### src/rtl/capt_pkg.sv
`timescale 1ns/1ps
package capt_pkg;
  localparam int unsigned DEF_CNT_W = 16;

  // strobes issued by the control half to the datapath half
  typedef struct packed {
    logic countEn;
    logic loadFall;
    logic loadRise;
  } capt_strobe_t;
endpackage

### src/rtl/capt_ctrl.sv
`timescale 1ns/1ps
module capt_ctrl
  import capt_pkg::*;
#(
  parameter int unsigned SYNC_STAGES = 2
) (
  input  logic         clk,
  input  logic         rstN,
  input  logic         enable,
  input  logic         captIn,
  input  logic         irqAck,
  output capt_strobe_t strb,
  output logic         irqReq,
  output logic         captOverrun
);
  localparam int unsigned TOP = SYNC_STAGES - 1;

  logic [SYNC_STAGES-1:0] syncQ;
  logic                   lastLvl;
  logic                   riseSeen;
  logic                   fallSeen;
  logic                   capHit;

  always_ff @(posedge clk or negedge rstN) begin
    if (!rstN) begin
      syncQ   <= '0;
      lastLvl <= 1'b0;
    end else begin
      syncQ   <= {syncQ[SYNC_STAGES-2:0], captIn};
      lastLvl <= syncQ[TOP];
    end
  end

  always_comb begin
    riseSeen      = syncQ[TOP] & ~lastLvl;
    fallSeen      = ~syncQ[TOP] & lastLvl;
    strb.countEn  = enable;
    strb.loadRise = enable & riseSeen;
    strb.loadFall = enable & fallSeen;
    capHit        = strb.loadRise | strb.loadFall;
  end

  always_ff @(posedge clk or negedge rstN) begin
    if (!rstN) begin
      irqReq      <= 1'b0;
      captOverrun <= 1'b0;
    end else begin
      if (capHit)      irqReq <= 1'b1;
      else if (irqAck) irqReq <= 1'b0;

      if (irqAck)                captOverrun <= 1'b0;
      else if (capHit && irqReq) captOverrun <= 1'b1;
    end
  end

  AST_ONE_LOAD: assert property (@(posedge clk) disable iff (!rstN)
    $onehot0({strb.loadFall, strb.loadRise}));
  AST_IRQ_ON_CAPTURE: assert property (@(posedge clk) disable iff (!rstN)
    capHit |=> irqReq);
  AST_IRQ_HOLD: assert property (@(posedge clk) disable iff (!rstN)
    (irqReq && !irqAck) |=> irqReq);
  AST_OVERRUN_SET: assert property (@(posedge clk) disable iff (!rstN)
    (capHit && irqReq && !irqAck) |=> captOverrun);
  AST_OVERRUN_CLEAR: assert property (@(posedge clk) disable iff (!rstN)
    irqAck |=> !captOverrun);
  AST_NO_CAPTURE_OFF: assert property (@(posedge clk) disable iff (!rstN)
    !enable |-> !capHit);
endmodule

### src/rtl/capt_datapath.sv
`timescale 1ns/1ps
module capt_datapath
  import capt_pkg::*;
#(
  parameter int unsigned CNT_W = DEF_CNT_W
) (
  input  logic             clk,
  input  logic             rstN,
  input  capt_strobe_t     strb,
  output logic [CNT_W-1:0] fallStamp,
  output logic [CNT_W-1:0] riseStamp
);
  localparam logic [CNT_W-1:0] CNT_ONE = CNT_W'(1);
  localparam logic [CNT_W-1:0] CNT_MAX = '1;

  logic [CNT_W-1:0] count;

  always_ff @(posedge clk or negedge rstN) begin
    if (!rstN) begin
      count     <= '0;
      fallStamp <= '0;
      riseStamp <= '0;
    end else begin
      if (strb.countEn)  count     <= count + CNT_ONE;
      if (strb.loadFall) fallStamp <= count;
      if (strb.loadRise) riseStamp <= count;
    end
  end

  AST_COUNT_WRAP: assert property (@(posedge clk) disable iff (!rstN)
    (strb.countEn && count == CNT_MAX) |=> count == '0);
  AST_COUNT_HOLD: assert property (@(posedge clk) disable iff (!rstN)
    !strb.countEn |=> $stable(count));
  AST_RISE_KEEP: assert property (@(posedge clk) disable iff (!rstN)
    strb.loadFall |=> $stable(riseStamp));
  AST_FALL_KEEP: assert property (@(posedge clk) disable iff (!rstN)
    strb.loadRise |=> $stable(fallStamp));
endmodule

### src/rtl/edge_capture_timer.sv
`timescale 1ns/1ps
module edge_capture_timer
  import capt_pkg::*;
#(
  parameter int unsigned CNT_W       = DEF_CNT_W,
  parameter int unsigned SYNC_STAGES = 2
) (
  input  logic             clk,
  input  logic             rstN,
  input  logic             enable,
  input  logic             captIn,
  input  logic             irqAck,
  output logic [CNT_W-1:0] fallStamp,
  output logic [CNT_W-1:0] riseStamp,
  output logic             irqReq,
  output logic             captOverrun
);
  capt_strobe_t strb;

  capt_ctrl #(.SYNC_STAGES(SYNC_STAGES)) uCtrl (
    .clk         (clk),
    .rstN        (rstN),
    .enable      (enable),
    .captIn      (captIn),
    .irqAck      (irqAck),
    .strb        (strb),
    .irqReq      (irqReq),
    .captOverrun (captOverrun)
  );

  capt_datapath #(.CNT_W(CNT_W)) uPath (
    .clk       (clk),
    .rstN      (rstN),
    .strb      (strb),
    .fallStamp (fallStamp),
    .riseStamp (riseStamp)
  );
endmodule

### config.mk
export PLATFORM = sky130hd
export DESIGN_NAME = edge_capture_timer
export DESIGN_NICKNAME = d
export VERILOG_FILES = /design/src/rtl/capt_pkg.sv /design/src/rtl/capt_ctrl.sv /design/src/rtl/capt_datapath.sv /design/src/rtl/edge_capture_timer.sv
export SDC_FILE = /design/constraint.sdc
export NUM_CORES = 1
export LEC_CHECK = 0
export ABC_AREA = 1
export BUFFER_PORTS_ARGS = -buffer_cell sky130_fd_sc_hd__buf_2
export CAP_MARGIN = 20
export CORE_MARGIN = 10
export CORE_UTILIZATION = 45
export DETAILED_ROUTE_END_ITERATION = 6
export PLACE_DENSITY = 0.66
export SETUP_SLACK_MARGIN = 0.5
export SYNTH_ARGS = -nofsm -noshare
export SYNTH_HDL_FRONTEND = slang
export SYNTH_HIERARCHICAL = 1
export SYNTH_SLANG_ARGS = --single-unit
export TNS_END_PERCENT = 100
### constraint.sdc
create_clock -name clk -period 2.2 [get_ports clk]
set_clock_uncertainty 0.05 [all_clocks]
set_input_delay 0.44 -clock clk [delete_from_list [all_inputs] [get_ports clk]]
set_output_delay 0.44 -clock clk [all_outputs]
set_load 0.01 [all_outputs]
==> metrics.md, run 1 <==
| Metric | Value |
|---|---|
| Max Slew Vio Count | `0` |
| Crit. End Element | `flop` |
| Die area | `8170 µm²` |
| Required time of the critical path | `2.35 ns` |
| DIE HEIGHT | `~90 µm` |
| Setup_tns | `0 ns` |
| Clk pin slew, worst setup/hold paths | `0.09 ns` |
| Final HPWL DP | `3360 µm` |
| Area Growth Syn to Fin | `16.4%` |
| Vias in the first global route | `1,629` |
| Worst skew pair latency | `0.30 ns` |
| Pin count of the biggest net entering global routing | `54` |
| Static Leak | `1.31 nW` |
| Routed Antenna Nets | `0` |
| First-pass GRT wire length | `about 7900 µm` |
| Max Root-Sink Buffers | `2` |
| CP arrival | `1.59 ns` |
| Initial antenna violation count | `0` |
| GRT Overall Usage | `~12%` |
| 1st-pass router iterations | `4` |
| Iter 0 DRT Violations | `97` |
| Startpoint types | `flop` |
| Final hold slack | `0.189 ns` |
| Worst vdd ir | `0.409 mV` |
| Nets | `291` |
| Syn Inst Count | `245` |
| Post-CTS Hold Buffers | `0` |
| Total power draw | `2.53 mW` |
| Library cells used by synthesis | `21` |
| Initial Utilization | `46.9%` |
| RSZ-0062 raised after global routing | `false` |
| Mean Syn Cell Area | `about 9.1 µm²` |
| Via/cell ratio | `roughly 4.7` |
| Clk sinks | `53` |
| Status | `finished, final reports clean` |
| Final worst-path setup slack | `0.758 ns` |
| Max cap viols | `0` |
| Vias | `1,664` |
| Worst rel slew slack | `56.8%` |
| Fmax | `693 MHz` |
| Critical path class | `flop to flop` |
| Share of layout cells above drive strength 1 | `around a fifth` |
| Fin crit period | `1.44 ns` |
| Finish-stage setup viols | `0` |
| Global route total overflow | `0` |
| Placement Setup Slack | `0.629 ns` |
| Crit share post-route | `approximately two thirds` |
| Root buffer cell | `clkbuf_8` |
| Routability Congestion | `0.899` |
| I/O pins | `39` |
| Core area | `4750 µm²` |
| TritonCTS clock tree | `built` |
| Reg2reg setup slack | `between 0.7 and 0.8 ns` |
| Post_cts resized | `0` |
| Reg2Reg Depth | `5` |
| Mapped Area | `2230 µm²` |
| CTS Buf Count | `5` |
| Routed WL | `~4500 µm` |
| Diode count | `0` |
| Die width | `90.4 µm` |
| Sequential share of the synthesized area | `59.5%` |
| Worst-Margin Slew | `roughly 0.65 ns` |
| Setup Fix Bufs, Post-CTS | `0` |
| Site Rows | `25` |
| Critical path fanouts, max | `5` |
| H-tree depth | `2` |
| Yosys warning count | `6` |
| Power density over the cells | `a little under 1000 nW/µm²` |
| Hold Crit Class | `input port to async pin` |
| I/O Buffers | `38` |
| #FFs+latches synth | `53` |
| Fin. Hold Viols | `0` |
| Post-Syn Nets | `251` |
| Wire per inst | `12.8 µm` |
| Drt drc | `0` |
critical path, cell delays in order (launching register included):
cell and delay [ns]:
dfrtp_1 0.44, ha_1 0.25, nand4_1 0.17, nor2_2 0.21, nand2_2 0.08, xor2_1 0.14
flip-flops by register name (all words and copies together) (netlist names):
signal / cells
uCtrl/irqReq: 1
uPath/count: 16
uPath/riseStamp: 16
uCtrl/captOverrun: 1
uPath/fallStamp: 16
uCtrl/syncQ: 2
uCtrl/lastLvl: 1
metrics by stage:
stage	instance area, µm²	instances	util, %
6_report	2600	353	54.6
5_1_grt	2600	353	54.6
4_1_cts	2600	353	54.6
3_5_place_dp	2480	345	52.3
3_3_place_gp	2480	345	52.3
2_1_floorplan	2230	245	-
placed cells by master (no fill, tap or decap):
master / netlist / final
a21oi_1: 30 / 30
bufinv_16: 0 / 1
o21ai_0: 1 / 1
ha_1: 1 / 1
nor3_1: 1 / 1
clkinv_4: 0 / 1
xor2_1: 7 / 7
nand2_1: 36 / 36
clkbuf_1: 0 / 1
nand3b_1: 1 / 1
buf_4: 2 / 3
inv_2: 1 / 1
nand2_2: 2 / 2
dfrtp_1: 53 / 53
nor2_1: 43 / 43
nand3_1: 9 / 9
inv_1: 34 / 34
nand4_1: 10 / 10
mux2_2: 2 / 2
clkbuf_8: 0 / 5
xnor2_1: 1 / 1
buf_2: 4 / 38
nor2_2: 4 / 4
nor3_4: 1 / 1
per-layer routing:
layer / wire length (µm) / vias to the layer above / global-route usage (%)
met5: 0 / - / 0
met4: 107 / 0 / 5.70
met3: 243 / 8 / 3.08
met2: 2010 / 50 / 17.1
met1: 2160 / 754 / 15.1
li1: - / 852 / -
report_power, final:
part	internal, mW	leakage, nW	switching, mW
combinational	0.216	0.681	0.358
clock	0.342	0.0554	0.306
sequential	1.15	0.575	0.152
synth_stat cells:
master	count	area share [%]
nand3_1	9	2.0
nand3b_1	1	0.34
inv_2	1	0.17
buf_2	4	0.90
nor3_1	1	0.22
nand4_1	10	2.8
nor3_4	1	0.73
buf_4	2	0.67
nand2_1	36	6.1
nor2_1	43	7.2
a21oi_1	30	6.7
inv_1	34	5.7
dfrtp_1	53	59
nor2_2	4	1.1
o21ai_0	1	0.22
ha_1	1	0.56
xor2_1	7	2.7
mux2_2	2	1.0
xnor2_1	1	0.39
buf_1	2	0.34
nand2_2	2	0.56
final timing paths:
| kind | startpoint | end |
|---|---|---|
| setup / recovery | uPath/count[0] | uPath/count[8] |
| hold / removal | rstN | uPath/count[12] |
| setup reg to reg | uPath/count[0] | uPath/count[8] |
| hold reg to reg | uCtrl/syncQ[0] | uCtrl/syncQ[1] |
| max in group asynchronous | rstN | uPath/fallStamp[15] |
| min in group clk | captIn | uCtrl/syncQ[0] |
final cells by class:
cell class | instances | area, µm²
sequential | 53 | 1330
fill | 471 | 2160
clock inverter | 2 | 38.8
clock buffer | 6 | 72.6
timing repair buffer | 41 | 213
inverter | 35 | 131
tap | 67 | 83.8
multi-input combinational | 149 | 731
logic make-up after synthesis:
logic type	count (synthesis)	share of synthesized area, %
AO/OA/AOI/OAI	31	6.95
flip-flops	53	59.5
AND/OR/NAND/NOR	107	21.1
multiplexers	2	1.01
adder cells (fa/ha/maj)	1	0.561
buffers and inverters	43	7.80
XOR/XNOR	8	3.14
Note: power is estimated with default switching activity, not from simulation.
==> run 2, diff against run 1 <==
--- a/config.mk
+++ b/config.mk
@@ -5,13 +5,13 @@
 export SDC_FILE = /design/constraint.sdc
 export NUM_CORES = 1
 export LEC_CHECK = 0
-export ABC_AREA = 1
+export ABC_AREA = 0
 export BUFFER_PORTS_ARGS = -buffer_cell sky130_fd_sc_hd__buf_2
 export CAP_MARGIN = 20
 export CORE_MARGIN = 10
 export CORE_UTILIZATION = 45
 export DETAILED_ROUTE_END_ITERATION = 6
-export PLACE_DENSITY = 0.66
+export PLACE_DENSITY = 0.67
 export SETUP_SLACK_MARGIN = 0.5
 export SYNTH_ARGS = -nofsm -noshare
 export SYNTH_HDL_FRONTEND = slang
==> constraint.sdc (replaced) <==
create_clock -name clk -period 1.5 [get_ports clk]
set_clock_uncertainty 0.05 [all_clocks]
set_input_delay 0.3 -clock clk [delete_from_list [all_inputs] [get_ports clk]]
set_output_delay 0.3 -clock clk [all_outputs]
set_load 0.01 [all_outputs]
==> run 2 against run 1 <==
The flow now finishes with violations (hold timing). Total power is 76% higher. Utilization is 20 points higher. Global-route usage is 2.6 points higher. Setup slack worse by 0.66 ns. Count of clock-buffer cells in the layout is 1 higher. First-iteration DRC count is 30% higher. Fmax is 2.9% higher. Wire length is 18% higher. Critical path depth is 2 lower. Via count is 7.3% lower. Die area is 5.1% lower. Synthesized cell count is 41% lower. Critical endpoint is now uPath/riseStamp[0]. Largest power group unchanged.
==> metrics.md, run 2 <==
| Metric | Value |
|---|---|
| Crit share post-route | `93.5% (was 65.6%)` |
| Syn Inst Count | `145 (was 245)` |
| CP arrival | `1.55 ns (was 1.59 ns)` |
| FF-to-FF Start | `uCtrl/lastLvl (was uPath/count[0])` |
| EDFF count, synth | `0 (unchanged)` |
| Total power draw | `4.43 mW (was 2.53 mW)` |
| Sequential share of the synthesized area | `63.6% (was 59.5%)` |
| Fmax | `713 MHz (was 693 MHz)` |
| #FFs+latches synth | `53 (unchanged)` |
| Required time of the critical path | `1.65 ns (was 2.35 ns)` |
| Placement Setup Slack | `0.0113 ns (was 0.629 ns)` |
| Pin count of the biggest net entering global routing | `22 (was 54)` |
| Worst skew pair latency | `0.31 ns (was 0.30 ns)` |
| I/O pins | `39 (unchanged)` |
| GRT Overall Usage | `14.1% (was 11.5%)` |
| Via/cell ratio | `5.14 (was 4.71)` |
| TritonCTS clock tree | `built (unchanged)` |
| H-tree depth | `2 (unchanged)` |
| RSZ-0062 raised after global routing | `true (was false)` |
| Top cells by area, synth | `dfrtp_1 64%, mux2_2 18%, xor2_1 4.2% (was dfrtp_1 59%, nor2_1 7.2%, a21oi_1 6.7%)` |
| Mux share of post-synthesis cell area | `17.8% (was 1.01%)` |
| Root buffer cell | `clkbuf_8 (unchanged)` |
| Vias | `1,543 (was 1,664)` |
| Most frequent cell after synthesis | `dfrtp_1 (unchanged)` |
| Compound-Gate Fraction of Synth Area | `1.08% (was 6.95%)` |
| 1st-pass router iterations | `4 (unchanged)` |
| Final worst-path setup slack | `0.0982 ns (was 0.758 ns)` |
| Clk sinks | `53 (unchanged)` |
| Mean Syn Cell Area | `14.4 µm² (was 9.11 µm²)` |
| Drt drc | `0 (unchanged)` |
| Adder-Cell Fraction of Synth Area | `0.600% (was 0.561%)` |
| Site Rows | `24 (was 25)` |
| Initial antenna violation count | `0 (unchanged)` |
| Final hold slack | `-0.0999 ns (was 0.189 ns)` |
| Library cells used by synthesis | `21 (unchanged)` |
| Worst vdd ir | `1.08 mV (was 0.409 mV)` |
| Routed WL | `5350 µm (was 4520 µm)` |
| Top flop regs | `uPath/count: 16 flops, uPath/fallStamp: 16 flops, uPath/riseStamp: 16 flops (unchanged)` |
| Max Root-Sink Buffers | `2 (unchanged)` |
| Status | `complete, but fails checks (was finished, final reports clean)` |
| CTS Buf Count | `5 (unchanged)` |
| DIE HEIGHT | `88.1 µm (was 90.4 µm)` |
| Post-Synth XOR/XNOR Area | `6.72% (was 3.14%)` |
| Worst Setup SP | `uCtrl/lastLvl (was uPath/count[0])` |
| I/O Buffers | `38 (unchanged)` |
| Wire per inst | `17.8 µm (was 12.8 µm)` |
| Routability Congestion | `0.792 (was 0.899)` |
| Initial Utilization | `47.3% (was 46.9%)` |
| Synth Flop Type | `dfrtp_1 (unchanged)` |
| Global route total overflow | `0 (unchanged)` |
| Routed Antenna Nets | `0 (unchanged)` |
| Top cell type by total area after synthesis | `dfrtp_1 (unchanged)` |
| Largest family of logic cells by synthesized area | `multiplexers (was simple AND/OR/NAND/NOR gates)` |
| Fin. Hold Viols | `19 (was 0)` |
| Clk pin slew, worst setup/hold paths | `0.10 ns (was 0.09 ns)` |
| Critical path fanouts, max | `9 (was 5)` |
| Final HPWL DP | `3260 µm (was 3360 µm)` |
| Die width | `88.1 µm (was 90.4 µm)` |
| Share of layout cells above drive strength 1 | `65.7% (was 20.3%)` |
| Setup_tns | `0 ns (unchanged)` |
| Synth Area in Simple Gates | `7.56% (was 21.1%)` |
| Critical path class | `flop to flop (unchanged)` |
| Fin crit period | `1.40 ns (was 1.44 ns)` |
| Iter 0 DRT Violations | `126 (was 97)` |
| Worst-Margin Slew | `0.525 ns (was 0.648 ns)` |
| Max cap viols | `0 (unchanged)` |
| Mapped Area | `2090 µm² (was 2230 µm²)` |
| Finish-stage setup viols | `0 (unchanged)` |
| Max Slew Vio Count | `0 (unchanged)` |
| Hold Crit Class | `input port to async pin (unchanged)` |
| Power density over the cells | `1350 nW/µm² (was 973 nW/µm²)` |
| Leading cell type in the layout, fill and taps excluded | `buf_4 (was dfrtp_1)` |
| Post-Syn Nets | `151 (was 251)` |
| Area Growth Syn to Fin | `57.6% (was 16.4%)` |
| Nets | `253 (was 291)` |
| First-pass GRT wire length | `8560 µm (was 7860 µm)` |
| Diode count | `0 (unchanged)` |
| Crit. End Element | `flop (unchanged)` |
| Static Leak | `1.74 nW (was 1.31 nW)` |
| Commonest cells after routing, fill and taps aside | `53 x buf_4, 49 x dfrtp_1, 28 x buf_2, 28 x mux2_4, 19 x buf_6 (was 53 x dfrtp_1, 43 x nor2_1, 38 x buf_2)` |
| Failing checks | `hold timing` |
| Synth top area share | `63.6% (was 59.5%)` |
| Vias in the first global route | `1,675 (was 1,629)` |
| Commonest cells post-synth | `53 x dfrtp_1, 33 x mux2_2, 10 x xor2_1 (was 53 x dfrtp_1, 43 x nor2_1, 36 x nand2_1)` |
| Die area | `7760 µm² (was 8170 µm²)` |
| Worst rel slew slack | `65.0% (was 56.8%)` |
| Synth async-reset ratio | `100% (unchanged)` |
| Startpoint types | `flop (unchanged)` |
| Core area | `4410 µm² (was 4750 µm²)` |
| Yosys warning count | `6 (unchanged)` |
-- run 2: report_power, final --
group          switching (mW)  internal, mW  leakage (nW)
clock                   0.455         0.544        0.0585
sequential              0.185          1.70         0.678
combinational           0.687         0.858          1.00
total                    1.33          3.11          1.74
-- run 2: logic make-up after synthesis --
group / count (synthesis)
AO/OA/AOI/OAI: 2
adder cells (fa/ha/maj): 1
multiplexers: 33
buffers and inverters: 11
XOR/XNOR: 16
flip-flops: 53
AND/OR/NAND/NOR: 29
-- run 2: routing by layer --
| metal | part of all wire (%) | track usage [%] | vias to the layer above | wire length [µm] |
|---|---|---|---|---|
| met2 | 51 | 23.7 | 43 | 2740 |
| li1 | - | - | 708 | - |
| met1 | 42 | 17.0 | 783 | 2240 |
| met5 | 0 | 0 | - | 0 |
| met3 | 5.5 | 4.55 | 9 | 295 |
| met4 | 1.5 | 3.99 | 0 | 81 |
-- run 2: per-stage QoR --
stage          cell area, µm²  cells  util [%]
2_1_floorplan            2280    145         -
3_3_place_gp             2600    245      59.0
3_5_place_dp             2600    245      59.0
4_1_cts                  3060    285      69.3
5_1_grt                  3290    300      74.5
6_report                 3290    300      74.5
-- run 2: cell type report --
cell class	count	area (µm²)
Fill cell	286	1130
Tap cell	52	65.1
Multi-Input combinational cell	81	983
Sequential cell	53	1330
Clock inverter	1	30.0
Timing Repair Buffer	101	772
Inverter	5	18.8
Clock buffer	7	86.3
-- run 2: final timing paths --
| kind | to | slack (ns) | cells after the start |
|---|---|---|---|
| max in group asynchronous | uPath/fallStamp[15] | 0.90 | 2 |
| worst max register to register | uPath/riseStamp[0] | 0.1 | 3 |
| min in group clk | uCtrl/syncQ[0] | 0.04 | 1 |
| worst max-delay path | uPath/riseStamp[0] | 0.1 | 3 |
| worst min register to register | uCtrl/syncQ[1] | 0.31 | 0 |
| worst min-delay path | uPath/riseStamp[12] | -0.1 | 1 |
-- run 2: timing repair --
action / 4_1_cts / 5_1_grt
pin swaps: 13 / 14
resized for setup: 21 / 18
setup buffers: 31 / 15
setup endpoints to repair: 79 / 82
cloned: 1 / 0
hold endpoints to repair: 19 / 19
-- run 2: worst max-delay path, stage by stage, from the launching register on --
cell,delay (ns)
dfrtp_1,0.44
nor3b_4,0.25
buf_6,0.20
mux2_2,0.34
